--- src/rtl/txs_mon_pkg.sv ---
package txs_mon_pkg;
  localparam int NERR           = 4;
  localparam int ERR_DUP_SOP    = 0;
  localparam int ERR_ORPHAN_EOP = 1;
  localparam int ERR_IDLE_MARK  = 2;
  localparam int ERR_STALL      = 3;
endpackage

--- src/rtl/txs_frame_rules.sv ---
module txs_frame_rules #(
  parameter int TSW = 16
) (
  input  logic           clk,
  input  logic           rst_n,
  input  logic           valid,
  input  logic           ready,
  input  logic           sop,
  input  logic           eop,
  input  logic [TSW-1:0] stamp,
  output logic           xfer,
  output logic           dup_ev,
  output logic           orphan_ev,
  output logic           idle_ev,
  output logic           open_o,
  output logic           close_ev,
  output logic [TSW-1:0] close_sop_ts,
  output logic           close_err
);
  logic           open_q;
  logic           perr_q;
  logic [TSW-1:0] sop_ts_q;

  function automatic logic [TSW-1:0] pick_start(input logic s, input logic op,
                                                 input logic [TSW-1:0] held,
                                                 input logic [TSW-1:0] now);
    if (s)       return now;
    else if (op) return held;
    else         return now;
  endfunction

  assign xfer         = valid & ready;
  assign dup_ev       = xfer & sop & open_q;
  assign orphan_ev    = xfer & eop & ~sop & ~open_q;
  assign idle_ev      = (sop | eop) & ~valid;
  assign close_ev     = xfer & eop;
  assign close_sop_ts = pick_start(sop, open_q, sop_ts_q, stamp);
  assign close_err    = dup_ev | orphan_ev | (open_q & ~sop & perr_q);
  assign open_o       = open_q;

  always_ff @(posedge clk) begin
    if (!rst_n) begin
      open_q   <= 1'b0;
      perr_q   <= 1'b0;
      sop_ts_q <= '0;
    end else if (xfer) begin
      if (sop) begin
        open_q   <= ~eop;
        perr_q   <= open_q;
        sop_ts_q <= stamp;
      end else if (eop) begin
        open_q <= 1'b0;
        perr_q <= 1'b0;
      end
    end
  end
endmodule

--- src/rtl/txs_stall_wdog.sv ---
module txs_stall_wdog #(
  parameter int LIMIT = 100
) (
  input  logic clk,
  input  logic rst_n,
  input  logic ready,
  output logic stall_o,
  output logic hit_ev
);
  localparam int CW = $clog2(LIMIT + 2);
  localparam logic [CW-1:0] SAT = CW'(LIMIT + 1);
  localparam logic [CW-1:0] LIM = CW'(LIMIT);

  logic [CW-1:0] cnt_q;

  function automatic logic [CW-1:0] cnt_next(input logic rdy, input logic [CW-1:0] c);
    if (rdy)           return '0;
    else if (c == SAT) return SAT;
    else               return c + CW'(1);
  endfunction

  assign stall_o = (cnt_q == SAT);
  assign hit_ev  = ~ready & (cnt_q == LIM);

  always_ff @(posedge clk) begin
    if (!rst_n) cnt_q <= '0;
    else        cnt_q <= cnt_next(ready, cnt_q);
  end
endmodule

--- src/rtl/txs_frame_history.sv ---
module txs_frame_history #(
  parameter int TSW   = 16,
  parameter int DEPTH = 2
) (
  input  logic             clk,
  input  logic             rst_n,
  input  logic             push,
  input  logic [TSW-1:0]   sop_ts,
  input  logic [TSW-1:0]   eop_ts,
  input  logic             err,
  output logic [DEPTH-1:0] fill,
  output logic [TSW-1:0]   sop_o [DEPTH],
  output logic [TSW-1:0]   eop_o [DEPTH],
  output logic             err_o [DEPTH]
);
  typedef struct packed {
    logic [TSW-1:0] s;
    logic [TSW-1:0] e;
    logic           x;
  } ent_t;

  ent_t             ent_q [DEPTH];
  logic [DEPTH-1:0] fill_q;

  always_ff @(posedge clk) begin
    if (!rst_n) begin
      fill_q <= '0;
      for (int i = 0; i < DEPTH; i++) ent_q[i] <= '0;
    end else if (push) begin
      fill_q <= {fill_q[DEPTH-2:0], 1'b1};
      ent_q[0] <= '{s: sop_ts, e: eop_ts, x: err};
      for (int i = 1; i < DEPTH; i++) ent_q[i] <= ent_q[i-1];
    end
  end

  assign fill = fill_q;
  for (genvar g = 0; g < DEPTH; g++) begin : g_out
    assign sop_o[g] = ent_q[g].s;
    assign eop_o[g] = ent_q[g].e;
    assign err_o[g] = ent_q[g].x;
  end
endmodule

--- src/rtl/txs_err_flags.sv ---
module txs_err_flags #(
  parameter int N = 4
) (
  input  logic         clk,
  input  logic         rst_n,
  input  logic         clr,
  input  logic [N-1:0] ev,
  output logic [N-1:0] sticky,
  output logic [N-1:0] pulse
);
  for (genvar g = 0; g < N; g++) begin : g_bit
    logic st_q, pl_q;
    always_ff @(posedge clk) begin
      if (!rst_n) begin
        st_q <= 1'b0;
        pl_q <= 1'b0;
      end else begin
        st_q <= (st_q & ~clr) | ev[g];
        pl_q <= ev[g];
      end
    end
    assign sticky[g] = st_q;
    assign pulse[g]  = pl_q;
  end
endmodule

--- src/rtl/txs_frame_monitor.sv ---
module txs_frame_monitor
  import txs_mon_pkg::*;
#(
  parameter int STALL_LIMIT = 100,
  parameter int TSW         = 16
) (
  input  logic            clk,
  input  logic            rst_n,
  input  logic            clr_i,
  input  logic            tx_valid,
  input  logic            tx_ready,
  input  logic            tx_sop,
  input  logic            tx_eop,
  output logic [NERR-1:0] err_sticky,
  output logic [NERR-1:0] err_pulse,
  output logic            stall_active,
  output logic            pkt_open,
  output logic [1:0]      hist_valid,
  output logic [TSW-1:0]  h0_sop_ts,
  output logic [TSW-1:0]  h0_eop_ts,
  output logic            h0_err,
  output logic [TSW-1:0]  h1_sop_ts,
  output logic [TSW-1:0]  h1_eop_ts,
  output logic            h1_err
);
  logic [TSW-1:0] cyc_now;
  logic           xfer_beat, dup_sop_ev, orphan_eop_ev, idle_mark_ev, stall_hit_ev;
  logic           close_ev, close_err;
  logic [TSW-1:0] close_sop_ts;
  logic [NERR-1:0] ev_vec;
  logic [TSW-1:0] hs [2];
  logic [TSW-1:0] he [2];
  logic           hx [2];

  function automatic logic [TSW-1:0] stamp_step(input logic [TSW-1:0] t);
    return t + TSW'(1);
  endfunction

  always_ff @(posedge clk) begin
    if (!rst_n) cyc_now <= '0;
    else        cyc_now <= stamp_step(cyc_now);
  end

  txs_frame_rules #(.TSW(TSW)) u_rules (
    .clk(clk), .rst_n(rst_n), .valid(tx_valid), .ready(tx_ready),
    .sop(tx_sop), .eop(tx_eop), .stamp(cyc_now),
    .xfer(xfer_beat), .dup_ev(dup_sop_ev), .orphan_ev(orphan_eop_ev),
    .idle_ev(idle_mark_ev), .open_o(pkt_open), .close_ev(close_ev),
    .close_sop_ts(close_sop_ts), .close_err(close_err)
  );

  txs_stall_wdog #(.LIMIT(STALL_LIMIT)) u_wdog (
    .clk(clk), .rst_n(rst_n), .ready(tx_ready),
    .stall_o(stall_active), .hit_ev(stall_hit_ev)
  );

  always_comb begin
    ev_vec                 = '0;
    ev_vec[ERR_DUP_SOP]    = dup_sop_ev;
    ev_vec[ERR_ORPHAN_EOP] = orphan_eop_ev;
    ev_vec[ERR_IDLE_MARK]  = idle_mark_ev;
    ev_vec[ERR_STALL]      = stall_hit_ev;
  end

  txs_err_flags #(.N(NERR)) u_flags (
    .clk(clk), .rst_n(rst_n), .clr(clr_i), .ev(ev_vec),
    .sticky(err_sticky), .pulse(err_pulse)
  );

  txs_frame_history #(.TSW(TSW), .DEPTH(2)) u_hist (
    .clk(clk), .rst_n(rst_n), .push(close_ev),
    .sop_ts(close_sop_ts), .eop_ts(cyc_now), .err(close_err),
    .fill(hist_valid), .sop_o(hs), .eop_o(he), .err_o(hx)
  );

  assign h0_sop_ts = hs[0];
  assign h0_eop_ts = he[0];
  assign h0_err    = hx[0];
  assign h1_sop_ts = hs[1];
  assign h1_eop_ts = he[1];
  assign h1_err    = hx[1];
endmodule

--- config.mk ---
export PLATFORM = sky130hd
export DESIGN_NAME = txs_frame_monitor
export DESIGN_NICKNAME = d
export VERILOG_FILES = /design/src/rtl/txs_mon_pkg.sv /design/src/rtl/txs_frame_rules.sv /design/src/rtl/txs_stall_wdog.sv /design/src/rtl/txs_frame_history.sv /design/src/rtl/txs_err_flags.sv /design/src/rtl/txs_frame_monitor.sv
export SDC_FILE = /design/constraint.sdc
export NUM_CORES = 1
export LEC_CHECK = 0
export ABC_CLOCK_PERIOD_IN_PS = 2800
export BUFFER_PORTS_ARGS = -buffer_cell sky130_fd_sc_hd__buf_2
export CAP_MARGIN = 5
export CORE_AREA = 2 2 100 102
export DETAILED_ROUTE_END_ITERATION = 7
export DIE_AREA = 0 0 102 104
export GPL_ROUTABILITY_DRIVEN = 0
export PLACE_DENSITY = 0.84
export SYNTH_ARGS = -nofsm -noshare
export SYNTH_HDL_FRONTEND = slang
export SYNTH_SLANG_ARGS = --single-unit
--- constraint.sdc ---
create_clock -name clk -period 2.8 [get_ports clk]
set_clock_uncertainty 0.05 [all_clocks]
set_input_delay 0.56 -clock clk [delete_from_list [all_inputs] [get_ports clk]]
set_output_delay 0.56 -clock clk [all_outputs]
set_load 0.005 [all_outputs]
* Word level (Yosys, flattened, before mapping) *
Memories as Yosys holds them, arrays and structs flattened.
Index checks and enable logic that the tools add are counted.

operators by class
  equal/unequal tests = 2
  mux-type cells = 12
  reductions and logical operators = 5
  $add $sub $neg = 2
  bitwise gates (word level) = 30

operator list
  operator                                                          number
  33-bit two-way mux                                                2
  16-bit two-way mux                                                2
  16-bit by 1-bit adder with 16-bit output (second input constant)  1
  1-bit bitwise AND                                                 14
  7-bit equality test (second input constant)                       2
  1-bit bitwise OR                                                  9
  7-bit by 1-bit adder with 7-bit output (second input constant)    1
  1-bit two-way mux                                                 7
  7-bit two-way mux                                                 1
  1-bit inverter                                                    7
  2-bit AND reduction                                               2
  3-bit OR reduction                                                1
  2-bit nonzero test                                                1
  2-bit OR reduction                                                1

storage, ports and cells
  register bits after elaboration = 51
  memories kept = 1
  word-level logic and storage cells = 67
  output and inout bits = 78
  memory bits (writable) = 66
  bits of input ports = 7

memories
  name          words  width  read ports  clocked after memory_dff  write ports  RTL line                 source
  u_hist.ent_q  2      33     2           0                         2            txs_frame_history.sv:22  ent_t ent_q [DEPTH];

* Depth between registers and ports, before layout *
  depth in word-level cells = 7
  mapped depth = 6
  mapped depth without buffers = 5

* Modules after synthesis *
A second synthesis with hierarchy kept.

unflattened totals
  cell total of the unflattened synthesis = 407
  area, all modules = 4971.0 um^2

modules (own cells, without submodules)
  module             cells each  seq. area each (um^2)  area an instance (um^2)  instances
  txs_frame_history  152         2021.9                 2566.2                   1
  txs_frame_rules    106         360.3                  1033.5                   1
  txs_frame_monitor  82          320.3                  729.4                    1
  txs_stall_wdog     39          140.1                  341.6                    1
  txs_err_flags      28          160.2                  300.3                    1

* Worst setup path after synthesis *
No wires, ideal clock.

  kind = in2reg
  start point = input rst_n
  end point = memory u_hist.ent_q[0][0] in the netlist's numbering (enable)
  cell stages on the path = 3
  required time = 2.039 ns
  library setup time = 0.711 ns
  data arrival time = 2.001 ns
  path buffers = 2
  slack = 0.038 ns
  cells stage by stage = buf_6 -> clkbuf_1 -> nand2_1

RTL lines
  element          RTL line                 source
  start, declared  txs_frame_monitor.sv:8   input logic rst_n,
  end, declared    txs_frame_history.sv:22

* Worst setup path after layout *
  start point = register u_wdog.cnt_q[2]
  end point = output stall_active

between the ends
  longest elaborated chain between the ends = 1

RTL lines
  element                 RTL line                 source
  start, declared         txs_stall_wdog.sv:14     logic [CW-1:0] cnt_q;
  start signal, assigned  txs_stall_wdog.sv:27     else cnt_q <= cnt_next(ready, cnt_q);
  7-bit equality test     txs_stall_wdog.sv:22     assign stall_o = (cnt_q == SAT);
  end, declared           txs_frame_monitor.sv:16  output logic stall_active,

No other way between the ends.

==> key figures <==
Clocking
  – Root Buffer Master: clkbuf_8
  – Setup bufs post-CTS: 0
  – Clock sinks: 117
  – Clk buf depth: 2
  – Post-CTS sizing: 0
  – Cts hold-fix bufs: 0
  – CTS Buf Count: 17
  – Clock-pin slew on the worst setup and hold paths: 0.06 ns
  – Clock Latency Late Sink: 0.51 ns
  – H-Tree Depth: 4
  – CTS tree: done

Hold path
  – Hold path cells: 2
  – Hold crit path type: input port to flip-flop
  – Hold path endpoint: u_flags.g_bit[2].pl_q
  – Hold path start: tx_valid

Logic synthesis
  – Sequential fraction of the synthesis area: 64.0%
  – Synth Cell Area: 4690 um^2
  – Post-synthesis mux area share: 0.213%
  – Top-count cell post-synth: nand2_1
  – Compound-gate portion of the synthesized area: 6.74%
  – Number of distinct library cells after synthesis: 38
  – Yosys top cell by area: edfxtp_1
  – Syn Area/Cell: around 11 um^2
  – Ys Warns: 0
  – Yosys top cell area share: 42.2%
  – Largest family of logic cells by synthesized area: simple AND/OR/NAND/NOR gates
  – Top flip-flop cell by instance count after synthesis: edfxtp_1
  – Ys async rst share: 0%
  – Post-Synthesis Cells: 415
  – FF+latch count, synth: about 120
  – Post-synth EDFFs: 66
  – Synth area leaders: edfxtp_1 (42%), dfxtp_1 (22%), and3_1 (7.3%), nand2_1 (6.0%), a21boi_0 (3.2%)
  – Synth Area in Adders: 1.07%
  – Syn_nets: 426
  – Synth Area in Simple Gates: 20.6%
  – XOR/XNOR Fraction of Synth Area: 2.80%
  – Top cells by instance count after synthesis: nand2_1 (75), edfxtp_1 (66), and3_1 (55), dfxtp_1 (51)

Floorplan
  – Core ar.: 9550 um^2
  – IO Pins: 85
  – Initial core utilization: roughly 50%
  – Die width: 102 um
  – Row count: 36
  – Die area: 10600 um^2
  – Die height: 104 um

Routing
  – Final wirelength: 9520 um
  – Drc violations: 0
  – First-pass detailed-route iteration total: 6
  – DR WL/cell: 15.0 um
  – Vias: 3346
  – Met2 wire len: 4790 um
  – DR vias/cell: 5.29
  – 1st-iter DRT viols: about 180
  – M1 wire length: 3960 um
  – Met3 routed WL: 647 um
  – Routed Antenna Nets: 0
  – Top layer in use: met4

STA
  – Slew @ Worst Pin: 0.752 ns
  – Max Slew Vio Count: 0
  – Hold WS: 0.256 ns
  – Final setup TNS: 0 ns
  – RSZ-0062 raised after global routing: false
  – Rel. slew slack: about half
  – Max Clock Freq: 398 MHz
  – Final Hold Fails: 0
  – Final Critical Period: 2.51 ns
  – Period utilisation layout: 89.7%
  – Setup-failing EPs final: 0

Global routing
  – Antenna violations before repair: 0
  – Global-route wire length before repair: 15300 um
  – Total track usage: 18.3%
  – Largest net degree at the start of global routing: 68
  – Vias in the first global route: 3138
  – Grt ovf: 0

Layout
  – # diodes: 0
  – Share of layout cells above drive strength 1: 25.2%
  – Final #Nets: 498
  – Area growth syn-to-layout: 22.8%

Worst setup path
  – Crit path from: u_wdog.cnt_q[2]
  – Worst R2R Start: cyc_now[0]
  – Crit. End Element: primary output
  – Worst r2r path cells: 5
  – RR Endpoint: cyc_now[14]
  – Critical Path Start Type: flip-flop
  – Critical Path Fanout Max: 4
  – Critical Path RT: 2.19 ns
  – Setup CP Type: flip-flop to primary output
  – Register-to-Register Setup Slack: 1.01 ns
  – Worst EP arrival: ~1.9 ns

Power
  – Worst VDD drop: a little under 0.0004 V
  – PwrDens: ~740 nW/um^2
  – Pwr Total: 4270 uW
  – Lkg Pwr: 0.00245 uW

Place
  – Port Buffer Count: 84
  – Post-DP HPWL: roughly 6000 um

Flow run
  – Max-cap violation count: 0

Status
  – Status: finished clean
-- metrics by stage --
stage               utilization [%]  cells  setup slack (ns)  area (um^2)
floorplan                         -    415            0.0375         4690
global placement               54.0    601             0.825         5150
detailed placement             54.0    601             0.714         5150
CTS                            60.4    633             0.260         5760
global route                   60.4    633            0.0420         5760
finish                         60.4    633             0.289         5760
-- power by group --
| part | switching (uW) | total, uW | internal, uW |
|---|---|---|---|
| combinational | 104 | 170 | 66.1 |
| clock | 809 | 2190 | 1380 |
| sequential | 32.7 | 1910 | 1880 |
-- per-layer routing --
metal / vias up / global-route usage [%]
li1: 1592 / -
met3: 10 / 6.05
met4: 0 / 6.19
met1: 1609 / 23.0
met5: - / 0
met2: 135 / 29.7
-- worst max-delay path, stage by stage, from the launching register on --
cell and delay [ns]:
dfxtp_1 0.38, nand2_1 0.09, nor4b_1 0.48, nand2_1 0.19, inv_1 0.13, buf_2 0.12
-- flip-flops by register name, indices dropped and copies added, names as in the netlist --
signal / cells
u_hist.ent_q: 66
cyc_now: 16
u_rules.sop_ts_q: 16
u_wdog.cnt_q: 7
u_flags.g_bit.pl_q: 4
u_flags.g_bit.st_q: 4
u_hist.fill: 2
u_rules.open_o: 1
u_rules.perr_q: 1
-- cells by family after synthesis --
kind of cell	count (synthesis)
buffers and inverters	42
adder cells (fa/ha/maj)	4
AO/OA/AOI/OAI	49
XOR/XNOR	15
multiplexers	1
AND/OR/NAND/NOR	187
flip-flops	117
-- layout by cell type, fill, tap and decap left out, drive strengths merged, types with 5 or more instances in the layout --
master / n
edfxtp: 66
nor2: 6
nand2: 75
nand4: 5
and3: 56
buf: 89
nand3: 11
dfxtp: 51
xnor2: 8
nor3: 5
a21oi: 20
a21boi: 21
xor2: 7
inv: 11
and2: 13
clkinv: 7
clkbuf: 17
-- area by class of cell --
class	instances	area [um^2]
multi-input cells	256	1480
clock inverters	15	196
well taps	133	166
repair buffers	89	483
fillers	761	3780
clock buffers	17	414
flip-flops and latches	117	3000
inverters	6	22.5
-- worst max-delay path by stage --
stage	depth (start not counted)	endpoint
after floorplan	3	u_hist.ent_q[0][0]
after detailed placement	3	u_hist.ent_q[0][26]
after global placement	3	u_hist.ent_q[0][19]
final	5	stall_active
after CTS	5	stall_active
after global routing	5	stall_active
Note: power is estimated with default switching activity, not from simulation.
